--- src/rtl/async_rx_pkg.sv ---
`timescale 1ns/1ps
package async_rx_pkg;

  typedef enum logic [2:0] {
    RX_IDLE,
    RX_START,
    RX_DATA,
    RX_PAR,
    RX_STOP1,
    RX_STOP2
  } rx_state_e;

  // Number of sample pulses from the start detection up to and including
  // the pulse that samples the last stop bit.
  function automatic int frame_ticks(input int osr, input int dw,
                                     input logic pen, input logic two);
    return osr / 2 + osr * (dw + (pen ? 1 : 0) + 1 + (two ? 1 : 0));
  endfunction

  // Value the parity bit must carry for a given xor of the data bits.
  function automatic logic parity_want(input logic data_xor, input logic odd);
    return data_xor ^ odd;
  endfunction

endpackage

--- src/rtl/rx_line_sync.sv ---
`timescale 1ns/1ps
module rx_line_sync #(
  parameter int STAGES = 2
) (
  input  logic clk,
  input  logic rst_n,
  input  logic d,
  output logic q
);

  logic [STAGES-1:0] ff_q;

  generate
    if (STAGES == 1) begin : g_single
      always_ff @(posedge clk or negedge rst_n) begin
        if (!rst_n) ff_q <= 1'b1;
        else        ff_q <= d;
      end
    end else begin : g_chain
      always_ff @(posedge clk or negedge rst_n) begin
        if (!rst_n) ff_q <= '1;
        else        ff_q <= {ff_q[STAGES-2:0], d};
      end
    end
  endgenerate

  assign q = ff_q[STAGES-1];

endmodule

--- src/rtl/rx_frame_ctrl.sv ---
`timescale 1ns/1ps
module rx_frame_ctrl
  import async_rx_pkg::*;
#(
  parameter int OSR = 16,
  parameter int DW  = 8
) (
  input  logic          clk,
  input  logic          rst_n,
  input  logic          samp_en,
  input  logic          rx_s,
  input  logic [1:0]    par_sel,
  input  logic          stop2,
  output logic          frame_done,
  output logic [DW-1:0] byte_o,
  output logic          ferr_o,
  output logic          perr_o
);

  localparam int CNT_W  = $clog2(OSR);
  localparam int IDX_W  = (DW > 1) ? $clog2(DW) : 1;
  localparam int SPAN_W = $clog2(frame_ticks(OSR, DW, 1'b1, 1'b1) + 1);
  localparam logic [CNT_W-1:0] MID  = CNT_W'(OSR / 2 - 1);
  localparam logic [CNT_W-1:0] LAST = CNT_W'(OSR - 1);
  localparam logic [IDX_W-1:0] TOP  = IDX_W'(DW - 1);

  rx_state_e        state_q;
  logic [CNT_W-1:0] cnt_q;
  logic [IDX_W-1:0] idx_q;
  logic [DW-1:0]    sh_q;
  logic             par_bad_q;
  logic             stop_bad_q;

  logic bit_end;
  logic par_expect;

  assign bit_end    = samp_en && (cnt_q == LAST);
  assign par_expect = parity_want(^sh_q, par_sel[0]);

  always_ff @(posedge clk or negedge rst_n) begin
    if (!rst_n) begin
      state_q    <= RX_IDLE;
      cnt_q      <= '0;
      idx_q      <= '0;
      sh_q       <= '0;
      par_bad_q  <= 1'b0;
      stop_bad_q <= 1'b0;
    end else if (samp_en) begin
      case (state_q)
        RX_IDLE: begin
          if (!rx_s) begin
            state_q <= RX_START;
            cnt_q   <= '0;
          end
        end
        RX_START: begin
          if (cnt_q == MID) begin
            cnt_q <= '0;
            if (rx_s) begin
              state_q <= RX_IDLE;
            end else begin
              state_q    <= RX_DATA;
              idx_q      <= '0;
              par_bad_q  <= 1'b0;
              stop_bad_q <= 1'b0;
            end
          end else begin
            cnt_q <= cnt_q + 1'b1;
          end
        end
        RX_DATA: begin
          if (cnt_q == LAST) begin
            cnt_q <= '0;
            sh_q  <= {rx_s, sh_q[DW-1:1]};
            if (idx_q == TOP) state_q <= par_sel[1] ? RX_PAR : RX_STOP1;
            else              idx_q   <= idx_q + 1'b1;
          end else begin
            cnt_q <= cnt_q + 1'b1;
          end
        end
        RX_PAR: begin
          if (cnt_q == LAST) begin
            cnt_q     <= '0;
            par_bad_q <= (rx_s != par_expect);
            state_q   <= RX_STOP1;
          end else begin
            cnt_q <= cnt_q + 1'b1;
          end
        end
        RX_STOP1: begin
          if (cnt_q == LAST) begin
            cnt_q <= '0;
            if (stop2) begin
              stop_bad_q <= !rx_s;
              state_q    <= RX_STOP2;
            end else begin
              state_q <= RX_IDLE;
            end
          end else begin
            cnt_q <= cnt_q + 1'b1;
          end
        end
        RX_STOP2: begin
          if (cnt_q == LAST) begin
            cnt_q   <= '0;
            state_q <= RX_IDLE;
          end else begin
            cnt_q <= cnt_q + 1'b1;
          end
        end
        default: state_q <= RX_IDLE;
      endcase
    end
  end

  // End-of-character event and its verdicts, valid in the same cycle.
  assign frame_done = bit_end &&
                      ((state_q == RX_STOP1 && !stop2) || state_q == RX_STOP2);
  assign ferr_o     = !rx_s || ((state_q == RX_STOP2) && stop_bad_q);
  assign perr_o     = par_bad_q;
  assign byte_o     = sh_q;

  // Independent span counter: pulses since the start detection.
  logic [SPAN_W-1:0] span_q;
  always_ff @(posedge clk or negedge rst_n) begin
    if (!rst_n)               span_q <= '0;
    else if (samp_en) begin
      if (state_q == RX_IDLE) span_q <= '0;
      else                    span_q <= span_q + 1'b1;
    end
  end

  AST_FRAME_SPAN: assert property (@(posedge clk) disable iff (!rst_n)
    frame_done |-> (span_q == SPAN_W'(frame_ticks(OSR, DW, par_sel[1], stop2) - 1)));

  AST_NO_PARITY_WHEN_OFF: assert property (@(posedge clk) disable iff (!rst_n)
    (frame_done && !par_sel[1]) |-> !perr_o);

  AST_DONE_FROM_STOP: assert property (@(posedge clk) disable iff (!rst_n)
    frame_done |=> (state_q == RX_IDLE));

endmodule

--- src/rtl/rx_status_bank.sv ---
`timescale 1ns/1ps
module rx_status_bank #(
  parameter int DW = 8
) (
  input  logic          clk,
  input  logic          rst_n,
  input  logic          frame_done,
  input  logic [DW-1:0] byte_i,
  input  logic          ferr_i,
  input  logic          perr_i,
  input  logic          data_rd,
  input  logic          clr_ovr,
  input  logic          clr_frm,
  input  logic          clr_par,
  output logic [DW-1:0] rx_data,
  output logic          st_full,
  output logic          st_ovr,
  output logic          st_frm,
  output logic          st_par
);

  logic [DW-1:0] data_q;
  logic full_q, ovr_q, frm_q, par_q;

  // Named per-character events.
  logic ovr_evt;
  logic xfer_evt;
  logic clean;
  logic frm_set;
  logic par_set;

  assign ovr_evt  = frame_done && full_q && !data_rd;
  assign xfer_evt = frame_done && !ovr_evt;
  assign clean    = !ferr_i && !perr_i;
  assign frm_set  = frame_done && ferr_i;
  assign par_set  = frame_done && perr_i;

  always_ff @(posedge clk or negedge rst_n) begin
    if (!rst_n) begin
      data_q <= '0;
      full_q <= 1'b0;
      ovr_q  <= 1'b0;
      frm_q  <= 1'b0;
      par_q  <= 1'b0;
    end else begin
      if (xfer_evt) data_q <= byte_i;

      if (xfer_evt && clean) full_q <= 1'b1;
      else if (data_rd)      full_q <= 1'b0;

      if (ovr_evt)      ovr_q <= 1'b1;
      else if (clr_ovr) ovr_q <= 1'b0;

      if (frm_set)      frm_q <= 1'b1;
      else if (clr_frm) frm_q <= 1'b0;

      if (par_set)      par_q <= 1'b1;
      else if (clr_par) par_q <= 1'b0;
    end
  end

  assign rx_data = data_q;
  assign st_full = full_q;
  assign st_ovr  = ovr_q;
  assign st_frm  = frm_q;
  assign st_par  = par_q;

  AST_CLEAN_LOADS: assert property (@(posedge clk) disable iff (!rst_n)
    (frame_done && !ferr_i && !perr_i && !st_full) |=> (st_full && rx_data == $past(byte_i)));

  AST_ERR_NOT_FULL: assert property (@(posedge clk) disable iff (!rst_n)
    (frame_done && (ferr_i || perr_i) && !ovr_evt) |=> (!st_full && rx_data == $past(byte_i)));

  AST_OVR_HOLDS_DATA: assert property (@(posedge clk) disable iff (!rst_n)
    ovr_evt |=> ($stable(rx_data) && st_full && st_ovr));

  AST_READ_CLEARS: assert property (@(posedge clk) disable iff (!rst_n)
    (data_rd && !frame_done) |=> !st_full);

  AST_SET_BEATS_CLEAR: assert property (@(posedge clk) disable iff (!rst_n)
    (frame_done && ferr_i && clr_frm) |=> st_frm);

endmodule

--- src/rtl/async_serial_rx.sv ---
`timescale 1ns/1ps
module async_serial_rx #(
  parameter int OSR         = 16,
  parameter int DW          = 8,
  parameter int SYNC_STAGES = 2
) (
  input  logic          clk,
  input  logic          rst_n,
  input  logic          samp_en,
  input  logic          rx_line,
  input  logic [1:0]    par_sel,
  input  logic          stop2,
  input  logic          data_rd,
  input  logic          clr_ovr,
  input  logic          clr_frm,
  input  logic          clr_par,
  output logic [DW-1:0] rx_data,
  output logic          st_full,
  output logic          st_ovr,
  output logic          st_frm,
  output logic          st_par
);

  logic          rx_s;
  logic          frame_done;
  logic [DW-1:0] byte_w;
  logic          ferr_w;
  logic          perr_w;

  rx_line_sync #(.STAGES(SYNC_STAGES)) u_sync (
    .clk   (clk),
    .rst_n (rst_n),
    .d     (rx_line),
    .q     (rx_s)
  );

  rx_frame_ctrl #(.OSR(OSR), .DW(DW)) u_ctrl (
    .clk        (clk),
    .rst_n      (rst_n),
    .samp_en    (samp_en),
    .rx_s       (rx_s),
    .par_sel    (par_sel),
    .stop2      (stop2),
    .frame_done (frame_done),
    .byte_o     (byte_w),
    .ferr_o     (ferr_w),
    .perr_o     (perr_w)
  );

  rx_status_bank #(.DW(DW)) u_bank (
    .clk        (clk),
    .rst_n      (rst_n),
    .frame_done (frame_done),
    .byte_i     (byte_w),
    .ferr_i     (ferr_w),
    .perr_i     (perr_w),
    .data_rd    (data_rd),
    .clr_ovr    (clr_ovr),
    .clr_frm    (clr_frm),
    .clr_par    (clr_par),
    .rx_data    (rx_data),
    .st_full    (st_full),
    .st_ovr     (st_ovr),
    .st_frm     (st_frm),
    .st_par     (st_par)
  );

  AST_RESET_QUIET: assert property (@(posedge clk) disable iff (!rst_n)
    $rose(rst_n) |-> (!st_full && !st_ovr && !st_frm && !st_par));

endmodule

--- config.mk ---
export PLATFORM = sky130hd
export DESIGN_NAME = async_serial_rx
export DESIGN_NICKNAME = d
export VERILOG_FILES = /design/src/rtl/async_rx_pkg.sv /design/src/rtl/rx_line_sync.sv /design/src/rtl/rx_frame_ctrl.sv /design/src/rtl/rx_status_bank.sv /design/src/rtl/async_serial_rx.sv
export SDC_FILE = /design/constraint.sdc
export NUM_CORES = 1
export LEC_CHECK = 0
export BUFFER_PORTS_ARGS = -buffer_cell sky130_fd_sc_hd__buf_2
export CORE_ASPECT_RATIO = 0.75
export CORE_MARGIN = 5
export CORE_UTILIZATION = 47
export CTS_BUF_LIST = sky130_fd_sc_hd__clkbuf_16
export CTS_CLUSTER_DIAMETER = 100
export CTS_CLUSTER_SIZE = 12
export DETAILED_ROUTE_END_ITERATION = 6
export PLACE_DENSITY = 0.67
export RECOVER_POWER = 50
export SLEW_MARGIN = 30
export SYNTH_ARGS = -nofsm -noshare
export SYNTH_HDL_FRONTEND = slang
export SYNTH_SLANG_ARGS = --single-unit
--- constraint.sdc ---
create_clock -name clk -period 2.6 [get_ports clk]
set_input_delay 0.39 -clock clk [delete_from_list [all_inputs] [get_ports clk]]
set_output_delay 0.39 -clock clk [all_outputs]
set_load 0.02 [all_outputs]
==> load_flow_metrics.sql, run 1 <==
INSERT INTO impl_metrics (metric_group, metric, value, unit) VALUES
('pwr', 'worst_ir_drop_vdd', '466', 'uV'),
('clock_tree', 'clk-insertion-delay-late', '0.27', 'ns'),
('floorplan', 'die_w', '80.3', 'um'),
('worst_setup_path', 'reg2reg_depth', '4', ''),
('min_path', 'hold_path.startpoint', 'rx_line', ''),
('clock_tree', 'cts_tree', 'done', ''),
('min_path', 'worstHoldPathType', 'input pin to register', ''),
('synth', 'synth_adder_area_share', '0.0287', ''),
('sta', 'post-route-min-period', '2.18', 'ns'),
('worst_setup_path', 'setup_slack_on_the_worst_flop_to_flop_path', '0.42', 'ns'),
('clock_tree', 'clock_tree.htree_level_count', '2', ''),
('synth', 'synth-warning-count', '0', ''),
('global_routing', 'first_global_vias', '1289', ''),
('route', 'avgRoutedWirePerCell', '14.6', 'um'),
('floorplan', 'floorplan.rows', '19', ''),
('placement', 'port_buffers', '22', ''),
('synth', 'synth_area_leader_cell', 'sky130_fd_sc_hd__dfrtp_1', ''),
('synth', 'synthesis.area', '0.00174', 'sq mm'),
('worst_setup_path', 'timing.critical_path.from_type', 'register', ''),
('worst_setup_path', 'critical_path_class', 'register to register', ''),
('sta', 'worst_slack', '0.421', 'ns'),
('worst_setup_path', 'arrival_time_reported_for_the_critical_path_endpoint', '2.33', 'ns'),
('synth', 'average_instance_area_after_synthesis', '11.4', 'sq um'),
('sta', 'max_freq', '459', 'MHz'),
('global_routing', 'pin_count_of_the_biggest_net_entering_global_routing', '35', ''),
('min_path', 'worst_hold_path.num_cells', '1', ''),
('run_status', 'outcome', 'complete, but fails checks', ''),
('layout', 'final_net_count', '191', ''),
('clock_tree', 'cts_buffer_depth', '2', ''),
('sta', 'timing.final.setup_violations', '0', ''),
('sta', 'worst_slew_margin_rel', '-0.213', ''),
('route', 'drtAntennaViolNets', '0', ''),
('sta', 'report.final.slew_viol_count', '35', ''),
('synth', 'postSynthNetCount', '168', ''),
('clock_tree', 'post_cts_hold_buffer_count', '0', ''),
('sta', 'grt_setup_unrepaired', 'no', ''),
('route', 'avgViaCountPerCell', '5.42', ''),
('pwr', 'leakage_dissipation', '1.01', 'nW'),
('placement', 'place_hpwl', '2350', 'um'),
('synth', 'largest_family_of_logic_cells_by_synthesized_area', 'multiplexers', ''),
('route', 'drtIter0Drc', '59', ''),
('worst_setup_path', 'timing.rr.start', 'u_ctrl.state_q[2]', ''),
('sta', 'finalSetupTns', '0', 'ns'),
('run_status', 'failed_checks', 'max-capacitance violations, max-slew violations', ''),
('synth', 'synth_seq_cells', '34', ''),
('route', 'drt_pass1_iterations', '4', ''),
('layout', 'final_layout_size_suffix_gt1_frac', '0.271', ''),
('global_routing', 'wire_length_of_the_first_global_routing_pass', '6010', 'um'),
('synth', 'synth_xor_xnor_area_share', '0.0481', ''),
('synth', 'yosys.area_share.simple', '0.118', ''),
('global_routing', 'antenna_found_initial', '0', ''),
('clock_tree', 'cts_sinks', '34', ''),
('clock_tree', 'cts-resized-gates', '0', ''),
('worst_setup_path', 'worst-path-max-fanout', '18', ''),
('worst_setup_path', 'timing.critical_path.required', '2.76', 'ns'),
('sta', 'timing_hold_violations_final', '0', ''),
('clock_tree', 'postCtsSetupBuffers', '0', ''),
('flow_run', 'drv_cap', '1', ''),
('placement', 'post-place-ws', '0.440', 'ns'),
('synth', 'seq_area_frac_synth', '0.490', ''),
('sta', 'post-route-period-util', '0.838', ''),
('floorplan', 'pin_count', '23', ''),
('clock_tree', 'clk_root_buffer_cell', 'sky130_fd_sc_hd__clkbuf_16', ''),
('floorplan', 'floorplan.die_area', '0.00504', 'sq mm'),
('synth', 'netlist-cell-type-count', '41', ''),
('route', 'detail_route.drc_violations', '0', ''),
('global_routing', 'grt_overflow', '0', ''),
('floorplan', 'initial_utilization', '0.482', ''),
('clock_tree', 'clk_pin_slew', '0.05', 'ns'),
('layout', 'n_antenna_cell', '0', ''),
('floorplan', 'core-area', '0.00361', 'sq mm');
-- stage by stage --
step / total power [W] / hold slack (ns) / util / std cells
3_5_place_dp: 0.000956 / 0.347 / 0.525 / 221
3_3_place_gp: 0.000944 / 0.346 / 0.525 / 221
5_1_grt: 0.00159 / 0.217 / 0.562 / 229
6_report: 0.00150 / 0.214 / 0.562 / 229
4_1_cts: 0.00151 / 0.209 / 0.563 / 229
2_1_floorplan: 0.000881 / 0.0944 / - / 153
-- Yosys cell counts --
master                      number
sky130_fd_sc_hd__a2111oi_0       1
sky130_fd_sc_hd__a211o_1         2
sky130_fd_sc_hd__a211oi_2        1
sky130_fd_sc_hd__a21o_1          2
sky130_fd_sc_hd__a21oi_1         5
sky130_fd_sc_hd__a22o_1          2
sky130_fd_sc_hd__a311o_1         1
sky130_fd_sc_hd__a31oi_1         1
sky130_fd_sc_hd__a32oi_1         1
sky130_fd_sc_hd__and3_1          4
sky130_fd_sc_hd__buf_2           3
sky130_fd_sc_hd__clkbuf_1        5
sky130_fd_sc_hd__dfrtp_1        32
sky130_fd_sc_hd__dfstp_2         2
sky130_fd_sc_hd__ha_1            4
sky130_fd_sc_hd__inv_1           9
sky130_fd_sc_hd__mux2_1          3
sky130_fd_sc_hd__mux2_2         18
sky130_fd_sc_hd__mux2i_1         1
sky130_fd_sc_hd__nand2_1         4
sky130_fd_sc_hd__nand2b_1        2
sky130_fd_sc_hd__nand3_1         2
sky130_fd_sc_hd__nand3b_1        1
sky130_fd_sc_hd__nand4_1         2
sky130_fd_sc_hd__nor2_1          6
sky130_fd_sc_hd__nor2b_1         7
sky130_fd_sc_hd__nor3_1          2
sky130_fd_sc_hd__nor3_2          1
sky130_fd_sc_hd__nor3b_1         1
sky130_fd_sc_hd__nor4b_1         1
sky130_fd_sc_hd__o21ai_0         5
sky130_fd_sc_hd__o21bai_1        2
sky130_fd_sc_hd__o22ai_1         5
sky130_fd_sc_hd__o31ai_1         2
sky130_fd_sc_hd__o32a_1          1
sky130_fd_sc_hd__o41ai_1         2
sky130_fd_sc_hd__or3b_1          1
sky130_fd_sc_hd__or3b_4          1
sky130_fd_sc_hd__xnor2_1         6
sky130_fd_sc_hd__xnor3_1         1
sky130_fd_sc_hd__xor2_1          1
-- where the power goes --
group	internal [W]	switching (W)
combinational	0.000146	0.000176
clock	0.000345	0.000204
sequential	0.000573	0.0000552
total	0.00106	0.000435
-- layer usage --
metal / routed length, um / GRT usage
met5: 0 / 0
met4: 18 / 0.0401
met3: 174 / 0.0548
met2: 1620 / 0.243
met1: 1530 / 0.199
-- final cells by class --
type / count / area, sq um
clock inverters: 3 / 12.5
fillers: 323 / 1580
inverters: 9 / 33.8
flip-flops and latches: 34 / 853
repair buffers: 24 / 119
clock buffers: 5 / 125
well taps: 52 / 65.1
multi-input cells: 102 / 821
-- worst max-delay path, cell delays in order, from the launching register on --
cell and delay, ns:
sky130_fd_sc_hd__dfrtp_1 0.55, sky130_fd_sc_hd__or3b_4 0.48, sky130_fd_sc_hd__o32a_1 0.35, sky130_fd_sc_hd__a211oi_2 0.32, sky130_fd_sc_hd__mux2_1 0.36
-- placed cells by master, fill, tap and decap left out, drive strengths merged, types with 3 or more instances in the layout --
cell,count
mux2,21
nor2b,7
buf,19
dfrtp,32
clkbuf,10
nor3,3
a21oi,5
o22ai,5
o21ai,5
nor2,6
ha,4
nand2,4
xnor2,6
and3,4
inv,10
-- registers in the layout, summed over array words and instances, names as in the netlist --
signal / cells
u_bank.st_full: 1
u_ctrl.perr_o: 1
u_ctrl.stop_bad_q: 1
u_bank.rx_data: 8
u_ctrl.idx_q: 3
u_ctrl.state_q: 3
u_ctrl.byte_o: 8
u_bank.st_par: 1
u_bank.st_ovr: 1
u_ctrl.cnt_q: 4
u_bank.st_frm: 1
u_sync.ff_q: 2
-- cell families after synthesis --
group / after synthesis
buffers and inverters: 17
adder cells (fa/ha/maj): 4
AO/OA/AOI/OAI: 33
multiplexers: 22
XOR/XNOR: 8
AND/OR/NAND/NOR: 35
flip-flops: 34
-- worst max-delay path by stage --
stage / slack [ns] / endpoint / cells after the start
floorplan: 0.69 / u_ctrl.idx_q[0] / 4
global placement: 0.52 / u_ctrl.idx_q[1] / 4
detailed placement: 0.44 / u_ctrl.idx_q[2] / 4
CTS: 0.43 / u_ctrl.idx_q[2] / 4
global route: 0.33 / u_ctrl.idx_q[0] / 4
finish: 0.42 / u_ctrl.idx_q[2] / 4
Note: power is estimated with default switching activity, not from simulation.
==> run 2, diff against run 1 <==
Settings changed: ABC_AREA set to 1.
Clock period 2.6 ns to 2.2 ns, I/O delays scaled along.
==> load_flow_metrics.sql, run 2 <==
INSERT INTO impl_metrics (metric_group, metric, value, unit) VALUES
('synth', 'ys.flop_type', 'sky130_fd_sc_hd__dfrtp_1', ''),
('synth', 'synth_area_leader_cell', 'sky130_fd_sc_hd__dfrtp_1', ''),
('floorplan', 'fp.dieH', '63.5', 'um'),
('min_path', 'worstHoldPathType', 'input pin to register', ''),
('pwr', 'worst_ir_drop_vdd', '515', 'uV'),
('global_routing', 'antenna_found_initial', '0', ''),
('clock_tree', 'clk-insertion-delay-late', '0.28', 'ns'),
('placement', 'place_hpwl', '2500', 'um'),
('route', 'finalWirelength', '3400', 'um'),
('layout', 'n_antenna_cell', '0', ''),
('flow_run', 'drv_cap', '1', ''),
('clock_tree', 'cts_tree', 'done', ''),
('synth', 'synth.cells.most_frequent', 'sky130_fd_sc_hd__nand2_1 (72), sky130_fd_sc_hd__dfrtp_1 (32), sky130_fd_sc_hd__inv_1 (29)', ''),
('worst_setup_path', 'arrival_time_reported_for_the_critical_path_endpoint', '1.88', 'ns'),
('synth', 'synth-warning-count', '0', ''),
('sta', 'finClkSkew', '0.00343', 'ns'),
('sta', 'max_freq', '574', 'MHz'),
('floorplan', 'die_w', '81.4', 'um'),
('global_routing', 'grt_usage', '0.150', ''),
('sta', 'worst-slew-pin-transition', '1.80', 'ns'),
('synth', 'seq_area_frac_synth', '0.475', ''),
('clock_tree', 'clock_tree.htree_level_count', '2', ''),
('synth', 'syn_inst', '222', ''),
('floorplan', 'core-area', '0.00368', 'sq mm'),
('layout', 'final_layout_size_suffix_gt1_frac', '0.188', ''),
('placement', 'routabilityCongestion', '0.884', ''),
('clock_tree', 'cts-resized-gates', '0', ''),
('clock_tree', 'clk_pin_slew', '0.05', 'ns'),
('worst_setup_path', 'critPathTopFamily', 'simple AND/OR/NAND/NOR gates', ''),
('floorplan', 'pin_count', '23', ''),
('worst_setup_path', 'crit_path_end_kind', 'register', ''),
('worst_setup_path', 'worst-path-max-fanout', '16', ''),
('layout', 'flow.area_growth_from_synthesis', '18.0', '%'),
('sta', 'post-route-period-util', '0.791', ''),
('worst_setup_path', 'reg2reg_depth', '6', ''),
('clock_tree', 'tritoncts.num_buffers', '5', ''),
('synth', 'synthesis.area', '0.00180', 'sq mm'),
('worst_setup_path', 'critical_path_class', 'register to register', ''),
('pwr', 'power.total', '0.00194', 'W'),
('floorplan', 'floorplan.die_area', '0.00517', 'sq mm'),
('sta', 'post-route-min-period', '1.74', 'ns'),
('pwr', 'leakage_dissipation', '1.05', 'nW'),
('sta', 'timing.final.setup_violations', '0', ''),
('global_routing', 'wire_length_of_the_first_global_routing_pass', '6020', 'um'),
('layout', 'finalCoreUtilization', '0.575', ''),
('route', 'drtIter0Drc', '73', ''),
('floorplan', 'initial_utilization', '0.487', ''),
('sta', 'timing_hold_violations_final', '0', ''),
('clock_tree', 'post_cts_hold_buffer_count', '0', ''),
('synth', 'synth_seq_cells', '34', ''),
('global_routing', 'pin_count_of_the_biggest_net_entering_global_routing', '35', ''),
('synth', 'netlist-cell-type-count', '28', ''),
('global_routing', 'first_global_vias', '1381', ''),
('synth', 'synth_enable_flop_cells', '0', ''),
('worst_setup_path', 'timing.critical_path.required', '2.34', 'ns'),
('worst_setup_path', 'worstPathCellList', 'inv_2 -> nand3_2 -> inv_1 -> nand3_1 -> nand2_1 -> o21ai_0', ''),
('layout', 'area_used_by_sequential_logic_in_the_layout', '853', 'sq um'),
('sta', 'finalSetupTns', '0', 'ns'),
('route', 'drt_pass1_iterations', '4', ''),
('clock_tree', 'postCtsSetupBuffers', '0', ''),
('route', 'drtAntennaViolNets', '0', ''),
('synth', 'ys_async_sr_fraction', '1.00', ''),
('run_status', 'outcome', 'complete, but fails checks', ''),
('layout', 'top_library_cells_by_usage_in_the_layout_fill_and_taps_aside', 'sky130_fd_sc_hd__nand2_1 (72), sky130_fd_sc_hd__dfrtp_1 (32), sky130_fd_sc_hd__inv_1 (29)', ''),
('run_status', 'failed_checks', 'max-capacitance violations, max-slew violations', ''),
('route', 'detail_route.drc_violations', '0', ''),
('worst_setup_path', 'path_depth', '6', ''),
('layout', 'layout_commonest_cell', 'sky130_fd_sc_hd__nand2_1', ''),
('worst_setup_path', 'timing.critical_path.from_type', 'register', ''),
('layout', 'fill_cells', '332', ''),
('worst_setup_path', 'slowest_stage', 'sky130_fd_sc_hd__dfrtp_1', ''),
('synth', 'yosysTopAreaCellShare', '0.446', ''),
('floorplan', 'floorplan.rows', '19', ''),
('synth', 'average_instance_area_after_synthesis', '8.09', 'sq um'),
('worst_setup_path', 'worst_path_largest_cell_delay', '0.45', 'ns'),
('sta', 'grt_setup_unrepaired', 'no', ''),
('global_routing', 'grt_overflow', '0', ''),
('layout', 'multi_input_area', '807', 'sq um'),
('synth', 'yosys-top-cells-area', 'sky130_fd_sc_hd__dfrtp_1 (45%), sky130_fd_sc_hd__nand2_1 (15%), sky130_fd_sc_hd__o21ai_0 (6.4%)', ''),
('clock_tree', 'cts_buffer_depth', '2', ''),
('sta', 'report.final.slew_viol_count', '35', ''),
('clock_tree', 'cts_sinks', '34', ''),
('route', 'avgRoutedWirePerCell', '11.3', 'um'),
('synth', 'postSynthNetCount', '237', ''),
('layout', 'final_net_count', '264', ''),
('min_path', 'worst_hold_path.num_cells', '1', ''),
('synth', 'yosysMostFrequentCell', 'sky130_fd_sc_hd__nand2_1', ''),
('placement', 'port_buffers', '22', ''),
('pwr', 'power-per-cell-area', '917', 'mW/mm^2'),
('worst_setup_path', 'cp_num_buf_inv', '2', ''),
('route', 'avgViaCountPerCell', '4.88', ''),
('clock_tree', 'clk_root_buffer_cell', 'sky130_fd_sc_hd__clkbuf_16', ''),
('route', 'via_count', '1473', ''),
('sta', 'worst_slew_margin_rel', '-0.200', '');
run 2: cell count changes in the layout (fill, tap and decap cells not counted), sizes merged, moves of 4 or more:
cell	delta
nand2	+72
nor2b	-7
xnor2	-4
nor2	+5
inv	+22
mux2	-21
nand3	+13
and3	-4
o21ai	+26
run 2: area by class of cell:
| type | instances | area share |
|---|---|---|
| Sequential cell | 34 | 0.403 |
| Multi-Input combinational cell | 154 | 0.381 |
| Clock buffer | 5 | 0.0590 |
| Inverter | 32 | 0.0567 |
| Timing Repair Buffer | 22 | 0.0490 |
| Tap cell | 52 | 0.0307 |
| Clock inverter | 3 | 0.0213 |
run 2: worst register-to-register path, cell delays in order, from the launching register on:
cell	delay [ns]
sky130_fd_sc_hd__dfrtp_1	0.45
sky130_fd_sc_hd__inv_2	0.14
sky130_fd_sc_hd__nand3_2	0.14
sky130_fd_sc_hd__inv_1	0.16
sky130_fd_sc_hd__nand3_1	0.42
sky130_fd_sc_hd__nand2_1	0.20
sky130_fd_sc_hd__o21ai_0	0.11
run 2: through the flow:
| stage | area, sq um | setup WS (ns) | hold WS (ns) | instances |
|---|---|---|---|---|
| after global routing | 2120 | 0.191 | 0.144 | 302 |
| after floorplan | 1800 | 0.633 | 0.0344 | 222 |
| after CTS | 2130 | 0.447 | 0.140 | 302 |
| final | 2120 | 0.459 | 0.144 | 302 |
| after detailed placement | 1960 | 0.462 | 0.347 | 294 |
| after global placement | 1960 | 0.522 | 0.345 | 294 |
run 2: worst paths after layout:
check                           slack (ns)               from                to
worst max-delay path                  0.46  u_ctrl.state_q[2]  u_ctrl.byte_o[3]
worst min-delay path                  0.14            rx_line    u_sync.ff_q[0]
worst max register to register        0.46  u_ctrl.state_q[2]  u_ctrl.byte_o[3]
worst min register to register        0.35     u_sync.ff_q[0]    u_sync.ff_q[1]
max in group asynchronous             0.63              rst_n     u_bank.st_frm
min in group asynchronous             0.53              rst_n  u_ctrl.byte_o[5]
run 2: layer usage:
| metal | vias to the layer above | part of all wire | global-route usage |
|---|---|---|---|
| li1 | 762 | - | - |
| met2 | 31 | 0.41 | 0.208 |
| met4 | 0 | 0.017 | 0.0570 |
| met3 | 7 | 0.055 | 0.0484 |
| met5 | - | 0 | 0 |
| met1 | 673 | 0.52 | 0.215 |
run 2: cells by family (layout without fill, tap and decap cells):
family          after synthesis  in the layout  share of synthesized area
simple gates                109            109                      0.277
compound gates               36             36                      0.120
flops                        34             34                      0.475
fa+ha+maj                     4              4                     0.0279
xor+xnor                      5              5                     0.0244
buf+inv                      34             62                     0.0753
run 2: power by group:
group / total [W] / switching, W / internal [W]
sequential: 0.000753 / 0.0000645 / 0.000689
clock: 0.000797 / 0.000264 / 0.000533
combinational: 0.000393 / 0.000258 / 0.000136
total: 0.00194 / 0.000586 / 0.00136
